### src/rtl/i2c_cmd_pkg.sv
package i2c_cmd_pkg;
  localparam int unsigned CMD_W      = 16;
  localparam int unsigned BYTE_W     = 8;
  localparam int unsigned CMD_BYTES  = CMD_W / BYTE_W;
  localparam logic [CMD_W-1:0] CMD_RST = 16'hFF00;

  typedef enum logic [2:0] {
    ST_IDLE,
    ST_ADDR,
    ST_DATA,
    ST_ACK,
    ST_SKIP
  } rx_state_e;
endpackage

### src/rtl/i2c_cmd_sync.sv
module i2c_cmd_sync #(
  parameter int unsigned STAGES = 2
) (
  input  logic clk_i,
  input  logic rst_ni,
  input  logic scl_i,
  input  logic sda_i,
  output logic sda_o,
  output logic scl_rise_o,
  output logic scl_fall_o,
  output logic start_o,
  output logic stop_o
);
  logic [STAGES-1:0] scl_sr, sda_sr;
  logic scl_p, sda_p;

  always_ff @(posedge clk_i or negedge rst_ni) begin
    if (!rst_ni) begin
      scl_sr <= '1;
      sda_sr <= '1;
      scl_p  <= 1'b1;
      sda_p  <= 1'b1;
    end else begin
      scl_sr <= {scl_sr[STAGES-2:0], scl_i};
      sda_sr <= {sda_sr[STAGES-2:0], sda_i};
      scl_p  <= scl_sr[STAGES-1];
      sda_p  <= sda_sr[STAGES-1];
    end
  end

  logic scl_s;
  assign scl_s      = scl_sr[STAGES-1];
  assign sda_o      = sda_sr[STAGES-1];
  assign scl_rise_o = scl_s & ~scl_p;
  assign scl_fall_o = ~scl_s & scl_p;
  // SDA edges while SCL stays high
  assign start_o    = scl_s & scl_p & sda_p & ~sda_o;
  assign stop_o     = scl_s & scl_p & ~sda_p & sda_o;
endmodule

### src/rtl/i2c_cmd_rx.sv
module i2c_cmd_rx
  import i2c_cmd_pkg::*;
#(
  parameter logic [6:0] DEV_ADDR = 7'h4B
) (
  input  logic              clk_i,
  input  logic              rst_ni,
  input  logic              sda_i,
  input  logic              scl_rise_i,
  input  logic              scl_fall_i,
  input  logic              start_i,
  input  logic              stop_i,
  output logic              sda_oe_o,
  output logic              byte_ack_o,
  output logic              byte_sel_o,
  output logic [BYTE_W-1:0] byte_data_o
);
  localparam logic [3:0] BIT_LAST = 4'(BYTE_W);
  localparam logic [1:0] N_BYTES  = 2'(CMD_BYTES);

  rx_state_e         state_q;
  logic [3:0]        bit_cnt_q;
  logic [BYTE_W-1:0] shift_q;
  logic [1:0]        byte_idx_q;
  logic              ack_data_q;
  logic              byte_done;

  assign byte_done   = scl_fall_i && (bit_cnt_q == BIT_LAST);
  assign byte_ack_o  = (state_q == ST_DATA) && byte_done && (byte_idx_q < N_BYTES);
  assign byte_sel_o  = byte_idx_q[0];
  assign byte_data_o = shift_q;

  always_ff @(posedge clk_i or negedge rst_ni) begin
    if (!rst_ni) begin
      state_q    <= ST_IDLE;
      bit_cnt_q  <= '0;
      shift_q    <= '0;
      byte_idx_q <= '0;
      ack_data_q <= 1'b0;
      sda_oe_o   <= 1'b0;
    end else if (start_i) begin
      state_q    <= ST_ADDR;
      bit_cnt_q  <= '0;
      byte_idx_q <= '0;
      sda_oe_o   <= 1'b0;
    end else if (stop_i) begin
      state_q  <= ST_IDLE;
      sda_oe_o <= 1'b0;
    end else begin
      unique case (state_q)
        ST_ADDR, ST_DATA: begin
          if (scl_rise_i && bit_cnt_q < BIT_LAST) begin
            shift_q   <= {shift_q[BYTE_W-2:0], sda_i};
            bit_cnt_q <= bit_cnt_q + 4'd1;
          end
          if (byte_done) begin
            if (state_q == ST_ADDR) begin
              if (shift_q == {DEV_ADDR, 1'b0}) begin
                state_q    <= ST_ACK;
                sda_oe_o   <= 1'b1;
                ack_data_q <= 1'b0;
              end else begin
                state_q <= ST_SKIP;
              end
            end else if (byte_idx_q < N_BYTES) begin
              state_q    <= ST_ACK;
              sda_oe_o   <= 1'b1;
              ack_data_q <= 1'b1;
              byte_idx_q <= byte_idx_q + 2'd1;
            end else begin
              state_q <= ST_SKIP;
            end
          end
        end
        ST_ACK: begin
          if (scl_fall_i) begin
            sda_oe_o  <= 1'b0;
            bit_cnt_q <= '0;
            state_q   <= (ack_data_q && byte_idx_q == N_BYTES) ? ST_SKIP : ST_DATA;
          end
        end
        default: ;
      endcase
    end
  end

  AST_ACK_ON_FALL: assert property (@(posedge clk_i) disable iff (!rst_ni)
    $rose(sda_oe_o) |-> $past(scl_fall_i));
  AST_RELEASE_ON_STOP: assert property (@(posedge clk_i) disable iff (!rst_ni)
    stop_i |=> !sda_oe_o);
  AST_RELEASE_ON_FALL: assert property (@(posedge clk_i) disable iff (!rst_ni)
    $fell(sda_oe_o) |-> $past(scl_fall_i || start_i || stop_i));
endmodule

### src/rtl/i2c_cmd_hold.sv
module i2c_cmd_hold
  import i2c_cmd_pkg::*;
(
  input  logic              clk_i,
  input  logic              rst_ni,
  input  logic              byte_ack_i,
  input  logic              byte_sel_i,
  input  logic [BYTE_W-1:0] byte_data_i,
  input  logic              stop_i,
  output logic [CMD_W-1:0]  cmd_o,
  output logic              cmd_upd_o
);
  logic [CMD_W-1:0] hold_q;
  logic             pend_q;

  always_ff @(posedge clk_i or negedge rst_ni) begin
    if (!rst_ni) begin
      hold_q    <= CMD_RST;
      pend_q    <= 1'b0;
      cmd_o     <= CMD_RST;
      cmd_upd_o <= 1'b0;
    end else begin
      cmd_upd_o <= 1'b0;
      if (byte_ack_i) begin
        if (byte_sel_i) begin
          hold_q[BYTE_W-1:0] <= byte_data_i;
          pend_q             <= 1'b1;
        end else begin
          // new frame under way: old pair no longer commits
          hold_q[CMD_W-1:BYTE_W] <= byte_data_i;
          pend_q                 <= 1'b0;
        end
      end else if (stop_i && pend_q) begin
        cmd_o     <= hold_q;
        cmd_upd_o <= 1'b1;
        pend_q    <= 1'b0;
      end
    end
  end

  AST_CMD_ONLY_ON_UPD: assert property (@(posedge clk_i) disable iff (!rst_ni)
    (cmd_o != $past(cmd_o)) |-> cmd_upd_o);
  AST_UPD_NEEDS_STOP: assert property (@(posedge clk_i) disable iff (!rst_ni)
    cmd_upd_o |-> $past(stop_i));
  AST_UPD_ONE_CYCLE: assert property (@(posedge clk_i) disable iff (!rst_ni)
    cmd_upd_o |=> !cmd_upd_o);
  AST_PEND_FROM_LSB: assert property (@(posedge clk_i) disable iff (!rst_ni)
    $rose(pend_q) |-> $past(byte_ack_i && byte_sel_i));
endmodule

### src/rtl/i2c_cmd_reg.sv
module i2c_cmd_reg
  import i2c_cmd_pkg::*;
#(
  parameter logic [6:0]  DEV_ADDR    = 7'h4B,
  parameter int unsigned SYNC_STAGES = 2
) (
  input  logic             clk_i,
  input  logic             rst_ni,
  input  logic             scl_i,
  input  logic             sda_i,
  output logic             sda_oe_o,
  output logic [CMD_W-1:0] cmd_o,
  output logic             cmd_upd_o
);
  logic              sda_s, scl_rise, scl_fall, start_det, stop_det;
  logic              byte_ack, byte_sel;
  logic [BYTE_W-1:0] byte_data;

  i2c_cmd_sync #(.STAGES(SYNC_STAGES)) u_sync (
    .clk_i      (clk_i),
    .rst_ni     (rst_ni),
    .scl_i      (scl_i),
    .sda_i      (sda_i),
    .sda_o      (sda_s),
    .scl_rise_o (scl_rise),
    .scl_fall_o (scl_fall),
    .start_o    (start_det),
    .stop_o     (stop_det)
  );

  i2c_cmd_rx #(.DEV_ADDR(DEV_ADDR)) u_rx (
    .clk_i       (clk_i),
    .rst_ni      (rst_ni),
    .sda_i       (sda_s),
    .scl_rise_i  (scl_rise),
    .scl_fall_i  (scl_fall),
    .start_i     (start_det),
    .stop_i      (stop_det),
    .sda_oe_o    (sda_oe_o),
    .byte_ack_o  (byte_ack),
    .byte_sel_o  (byte_sel),
    .byte_data_o (byte_data)
  );

  i2c_cmd_hold u_hold (
    .clk_i       (clk_i),
    .rst_ni      (rst_ni),
    .byte_ack_i  (byte_ack),
    .byte_sel_i  (byte_sel),
    .byte_data_i (byte_data),
    .stop_i      (stop_det),
    .cmd_o       (cmd_o),
    .cmd_upd_o   (cmd_upd_o)
  );

  AST_NO_ACK_IN_RESET: assert property (@(posedge clk_i)
    !rst_ni |=> (!sda_oe_o || !rst_ni));
endmodule

### config.mk
export PLATFORM = sky130hd
export DESIGN_NAME = i2c_cmd_reg
export DESIGN_NICKNAME = d
export VERILOG_FILES = /design/src/rtl/i2c_cmd_pkg.sv /design/src/rtl/i2c_cmd_sync.sv /design/src/rtl/i2c_cmd_rx.sv /design/src/rtl/i2c_cmd_hold.sv /design/src/rtl/i2c_cmd_reg.sv
export SDC_FILE = /design/constraint.sdc
export NUM_CORES = 1
export LEC_CHECK = 0
export BUFFER_PORTS_ARGS = -buffer_cell sky130_fd_sc_hd__buf_2
export CAP_MARGIN = 20
export CELL_PAD_IN_SITES_DETAIL_PLACEMENT = 1
export CELL_PAD_IN_SITES_GLOBAL_PLACEMENT = 1
export CORE_MARGIN = 1
export CORE_UTILIZATION = 40
export DETAILED_ROUTE_END_ITERATION = 10
export MAX_ROUTING_LAYER = met4
export PLACE_DENSITY_LB_ADDON = 0.1
export SLEW_MARGIN = 20
export SYNTH_ARGS = -nofsm -noshare
export SYNTH_HDL_FRONTEND = slang
export SYNTH_SLANG_ARGS = --single-unit
### constraint.sdc
create_clock -name clk_i -period 4.5 [get_ports clk_i]
set_input_delay 1.125 -clock clk_i [delete_from_list [all_inputs] [get_ports clk_i]]
set_output_delay 1.125 -clock clk_i [all_outputs]
set_load 0.02 [all_outputs]
# After elaboration in Yosys (flattened, before gate mapping)
# Cells that the tools add are included.
[classes] n_addsub=2 bitwise=15 eq_ne=15 n_reduce_logical=23 order_cmp=2 muxes=35
[op_table] cell="$mux 3" n=8
[op_table] cell="$mux 4" n=4
[op_table] cell="$mux 1" n=14
[op_table] cell="$mux 2" n=6
[op_table] cell="$reduce_and 5->1" n=2
[op_table] cell="$reduce_bool 2->1" n=5
[op_table] cell="$eq 8x8->1 const B" n=1
[op_table] cell="$ne 4x2->1 const B" n=2
[op_table] cell="$not 1->1" n=8
[op_table] cell="$pmux 4 s2" n=1
[op_table] cell="$reduce_and 4->1" n=2
[op_table] cell="$and 1x1->1" n=7
[op_table] cell="$eq 3x2->1 const B" n=2
[op_table] cell="$logic_and 1x1->1" n=6
[op_table] cell="$ne 2x2->1 const B" n=3
[op_table] cell="$ne 3x2->1 const B" n=2
[op_table] cell="$pmux 3 s2" n=1
[op_table] cell="$reduce_and 2->1" n=3
[op_table] cell="$reduce_and 6->1" n=1
[op_table] cell="$ne 5x2->1 const B" n=1
[op_table] cell="$ne 5x4->1 const B" n=1
[op_table] cell="$add 4x1->4 const B" n=1
[op_table] cell="$eq 4x4->1 const B" n=1
[op_table] cell="$lt 4x4->1 const B" n=1
[op_table] cell="other kinds (9)" n=9
[word_totals] elab_cells=107 output_inout_bits=18 input_bits=4 register_bits=59

# Logic depth before layout (Yosys ltp)
[depth] ltp_word=7 mapped_depth=7 ltp_nobuf=7

# Hierarchy
# Synthesis repeated with hierarchy kept, for this count alone.
[hier_totals] hier_cells=180 area_unflattened_um2=2593.7
[by_module_without_submodules] module="i2c_cmd_hold" n_inst=1 seq_area_each_um2=870.8 area_per_inst_um2=1326.3 cells_per_inst=74
[by_module_without_submodules] module="i2c_cmd_rx" n_inst=1 seq_area_each_um2=475.5 area_per_inst_um2=1077.3 cells_per_inst=96
[by_module_without_submodules] module="i2c_cmd_sync" n_inst=1 seq_area_each_um2=157.7 area_per_inst_um2=190.2 cells_per_inst=10

# Worst setup path before layout
# OpenSTA, ideal clock, no wires.
[synth_path] path_kind="register to register" start="reg u_rx.bit_cnt_q[0]" end="reg u_rx.ack_data_q" required_time_ps=4382 path_slack_ps=2343 period_less_slack_ps=2157 arrival_time_ps=2039 n_path_buf=0 setup_ps=118 path_stages_with_launch=8 cell_sequence="dfrtp_1 > inv_1 > ha_1 > nand3b_1 > maj3_2 > or4b_4 > or3_1 > a21o_1"
[synth_via] elab_chain_len=3
[synth_rtl] item="from (decl)" line_no="i2c_cmd_rx.sv:22" source="logic [3:0] bit_cnt_q;"
[synth_rtl] item="from (signal assigned)" line_no="i2c_cmd_rx.sv:54" source="bit_cnt_q <= bit_cnt_q + 4'd1;"
[synth_rtl] item="$eq 4x4->1" line_no="i2c_cmd_rx.sv:28" source="assign byte_done = scl_fall_i && (bit_cnt_q == BIT_LAST);"
[synth_rtl] item="$logic_and 1x1->1" line_no="i2c_cmd_rx.sv:28"
[synth_rtl] item="$reduce_and 6->1 (no source line)"
[synth_rtl] item="to (signal assigned)" line_no="i2c_cmd_rx.sv:39" source="ack_data_q <= 1'b0;"
[synth_rtl] item="to (signal assigned)" line_no="i2c_cmd_rx.sv:61" source="ack_data_q <= 1'b0;"
[synth_rtl] item="to (signal assigned)" line_no="i2c_cmd_rx.sv:68" source="ack_data_q <= 1'b1;"
[synth_rtl] item="to (decl)" line_no="i2c_cmd_rx.sv:25" source="logic ack_data_q;"
# Every way passes these cells.
# A chain may end at the register's enable or synchronous reset.

# Final worst setup path
[layout_path] start="reg u_sync.sda_p" end="reg u_hold.cmd_o[1]"
[layout_via] elab_chain_len=5
[layout_rtl] item="from (decl)" line_no="i2c_cmd_sync.sv:15" source="logic scl_p, sda_p;"
[layout_rtl] item="from (signal assigned)" line_no="i2c_cmd_sync.sv:27" source="sda_p <= sda_sr[STAGES-1];"
[layout_rtl] item="$not 1->1" line_no="i2c_cmd_sync.sv:38" source="assign stop_o = scl_s & scl_p & ~sda_p & sda_o;"
[layout_rtl] item="$and 1x1->1 (2 in series)" line_no="i2c_cmd_sync.sv:38"
[layout_rtl] item="$logic_and 1x1->1" line_no="i2c_cmd_hold.sv:33" source="end else if (stop_i && pend_q) begin"
[layout_rtl] item="$reduce_and 2->1 (no source line)"
[layout_rtl] item="to (signal assigned)" line_no="i2c_cmd_hold.sv:34" source="cmd_o <= hold_q;"
[layout_rtl] item="to (decl)" line_no="i2c_cmd_hold.sv:10" source="output logic [CMD_W-1:0] cmd_o,"
# Every way passes these cells.

==> run summary <==
Net Count, Synth: 206
CP Cell Sequence: and4b_1, nand2_1, clkinv_1, nand2_1, nand2_1
Synth area leaders: dfrtp_1, dfstp_2, mux2_2
Worst path most repeated cell: nand2_1
Ant. Diodes: 0
Worst-path clk slew: 60 ps
Total Negative Setup Slacks: 0 ps
Run status: finished clean
Pleak: 1.36 nW
Core region area: 0.00564 sq mm
Vias per inst: 5.08
GRT Total Usage: 19.0%
H-tree levels: 3
Post-layout instance area: 0.00276 sq mm
Clock Path Buffers: 2
Post_cts resized: 0
Post-route ant nets: 0
Port bufs: 21
HP Class: flip-flop to flip-flop
Final setup violation count: 0
Sequential share of the synthesized area: 63.0%
Number of global-route vias before repair: 1,716
Primary FF master, synth: dfrtp_1
Pwr per Cell Area: 415 mW/mm^2
Worst-Margin Slew: 679 ps
CTS buffer count: 9
WP data arrival: 2540 ps
CP Capture Type: flip-flop
Clk root buf: clkbuf_8
Setup crit start kind: flip-flop
Fmax: 0.429 GHz
R2r setup slk: 2170 ps
FP Rows: 27
CP max stage cell: clkinv_1
Fin crit share: 51.8%
# hold bufs at CTS: 0
Cell class contributing the biggest share of worst-path delay: simple AND/OR/NAND/NOR gates
Drt drc: 0
Critical Path Fanout Max: 17
Max_slew headroom: 54.6%
Cells after synthesis: 199
CTS Sinks: 59
VDD IR max: 0.198 mV
Share of the synthesized area in the top cell type: 38.8%
# IOs: 22
Clk Latency, worst-skew pair: 340 ps
DRT iter0 DRCs: 76
Synth area leader: dfrtp_1
Yosys reg bits: 59
Via Count: 1,556
Die area: 0.00628 sq mm
GRT Residual Overflow: 0
Crit path kind: flip-flop to flip-flop
Die Height: 79.3 microns
Minimum clock period after layout: 2330 ps
Clock Skew: 9.63 ps
Fillers: 603
Fin. max-slew vios: 0
Avg Cell Area, Syn: 12.0 sq um
Final #Nets: 236
Post-route core utilization: 49.0%
Placed instance area: 0.00259 sq mm
Power Total: 0.00115 W
Cell with the most instances after synthesis: nand2_1
Synth-to-Final Area Change: 15.7%
Largest net degree at the start of global routing: 47
Syn Std Cell Area: 0.00239 sq mm
Distinct cells, synth: 38
Largest stage delay, worst path: 650 ps
Total Routed Length: 4920 microns
# Max-Cap Violations: 0
Number of synthesized flops with an enable pin: 0
Unrepaired setup endpoints after global routing: false
Setup bufs post-CTS: 0
DR pass1 iterations: 4
YS warnings: 0
Post-DP HPWL: 3370 microns
Top cells by count, synth: nand2_1, dfrtp_1, mux2_2
Layout cell share with drive strength beyond 1: 38.0%
Buf+Inv Stages, Crit Path: 1
Antenna violations before repair: 0
Critical Path RT: 4710 ps
Die W: 79.3 microns
RePlAce Congestion: 0.824
Post-synth ARST share: 100%
Final Hold Vio Count: 0
First-pass GRT wire length: 8520 microns
CTS tree: done
Starting Density: 42.3%
Wire length per cell: 16.1 microns
logic make-up after synthesis:
| kind of cell | count (synthesis) | synth area share (%) |
|---|---|---|
| AOI/OAI and AO/OA | 15 | 4.30 |
| muxes | 25 | 11.8 |
| and+or+nand+nor | 83 | 16.3 |
| xor gates and xnor gates | 2 | 0.734 |
| adders and majority gates | 4 | 2.04 |
| buffers and inverters | 11 | 1.83 |
| DFF | 59 | 63.0 |
final timing paths:
path / start / to / cells past startpoint
setup reg to reg: u_sync.sda_p / u_hold.cmd_o[1] / 5
max in group asynchronous: rst_ni / u_hold.hold_q[15] / 2
setup / recovery: u_sync.sda_p / u_hold.cmd_o[1] / 5
min in group asynchronous: rst_ni / u_hold.cmd_o[4] / 1
hold reg to reg: u_sync.sda_sr[0] / u_sync.sda_sr[1] / 0
hold / removal: u_sync.sda_sr[0] / u_sync.sda_sr[1] / 0
final cells by class:
cell class	instances	area (sq um)	area share [%]
flip-flops and latches	59	1500	54.4
multi-input cells	129	847	30.7
clock buffers	14	163	5.89
repair buffers	23	123	4.44
well taps	72	90.1	3.26
inverters	7	26.3	0.951
clock inverters	2	10.0	0.362
cell usage in the layout (no fill, tap or decap), types with 3 or more instances in the layout:
cell type   n
buf_2      20
buf_4       3
clkbuf_1    3
clkbuf_8   11
dfrtp_1    37
dfstp_2    22
ha_1        3
inv_1       5
mux2_2     25
nand2_1    58
nand2b_1    4
nand3_1     6
o21ai_0     6
flip-flops by register name, summed over array words and instances (netlist names):
signal / flops
u_sync.sda_sr: 2
u_hold.pend_q: 1
u_rx.byte_data_o: 8
u_rx.byte_idx_q: 2
u_sync.scl_sr: 2
u_hold.cmd_o: 16
u_rx.bit_cnt_q: 4
u_hold.cmd_upd_o: 1
u_rx.ack_data_q: 1
u_hold.hold_q: 16
u_rx.state_q: 3
u_sync.sda_p: 1
u_sync.scl_p: 1
u_rx.sda_oe_o: 1
layer usage:
layer / routed length [microns] / GRT usage, % / vias to the layer above
met5: 0 / - / -
met4: 104 / 10.5 / 0
met3: 114 / 4.83 / 12
met2: 2330 / 27.9 / 26
met1: 2380 / 24.1 / 786
li1: - / - / 732
power breakdown:
group	switching, W	total (W)	internal (W)
clock	0.000199	0.000428	0.000229
sequential	0.0000544	0.000628	0.000573
combinational	0.0000422	0.0000920	0.0000498
total	0.000296	0.00115	0.000852
per-stage QoR:
stage | cells | setup WS [ps] | hold slack [ps]
2_1_floorplan | 199 | 2340 | 345
3_3_place_gp | 290 | 2220 | 347
3_5_place_dp | 290 | 2110 | 348
4_1_cts | 306 | 2090 | 357
5_1_grt | 306 | 1980 | 363
6_report | 306 | 2170 | 353
Power figures use the tool's default switching activity.
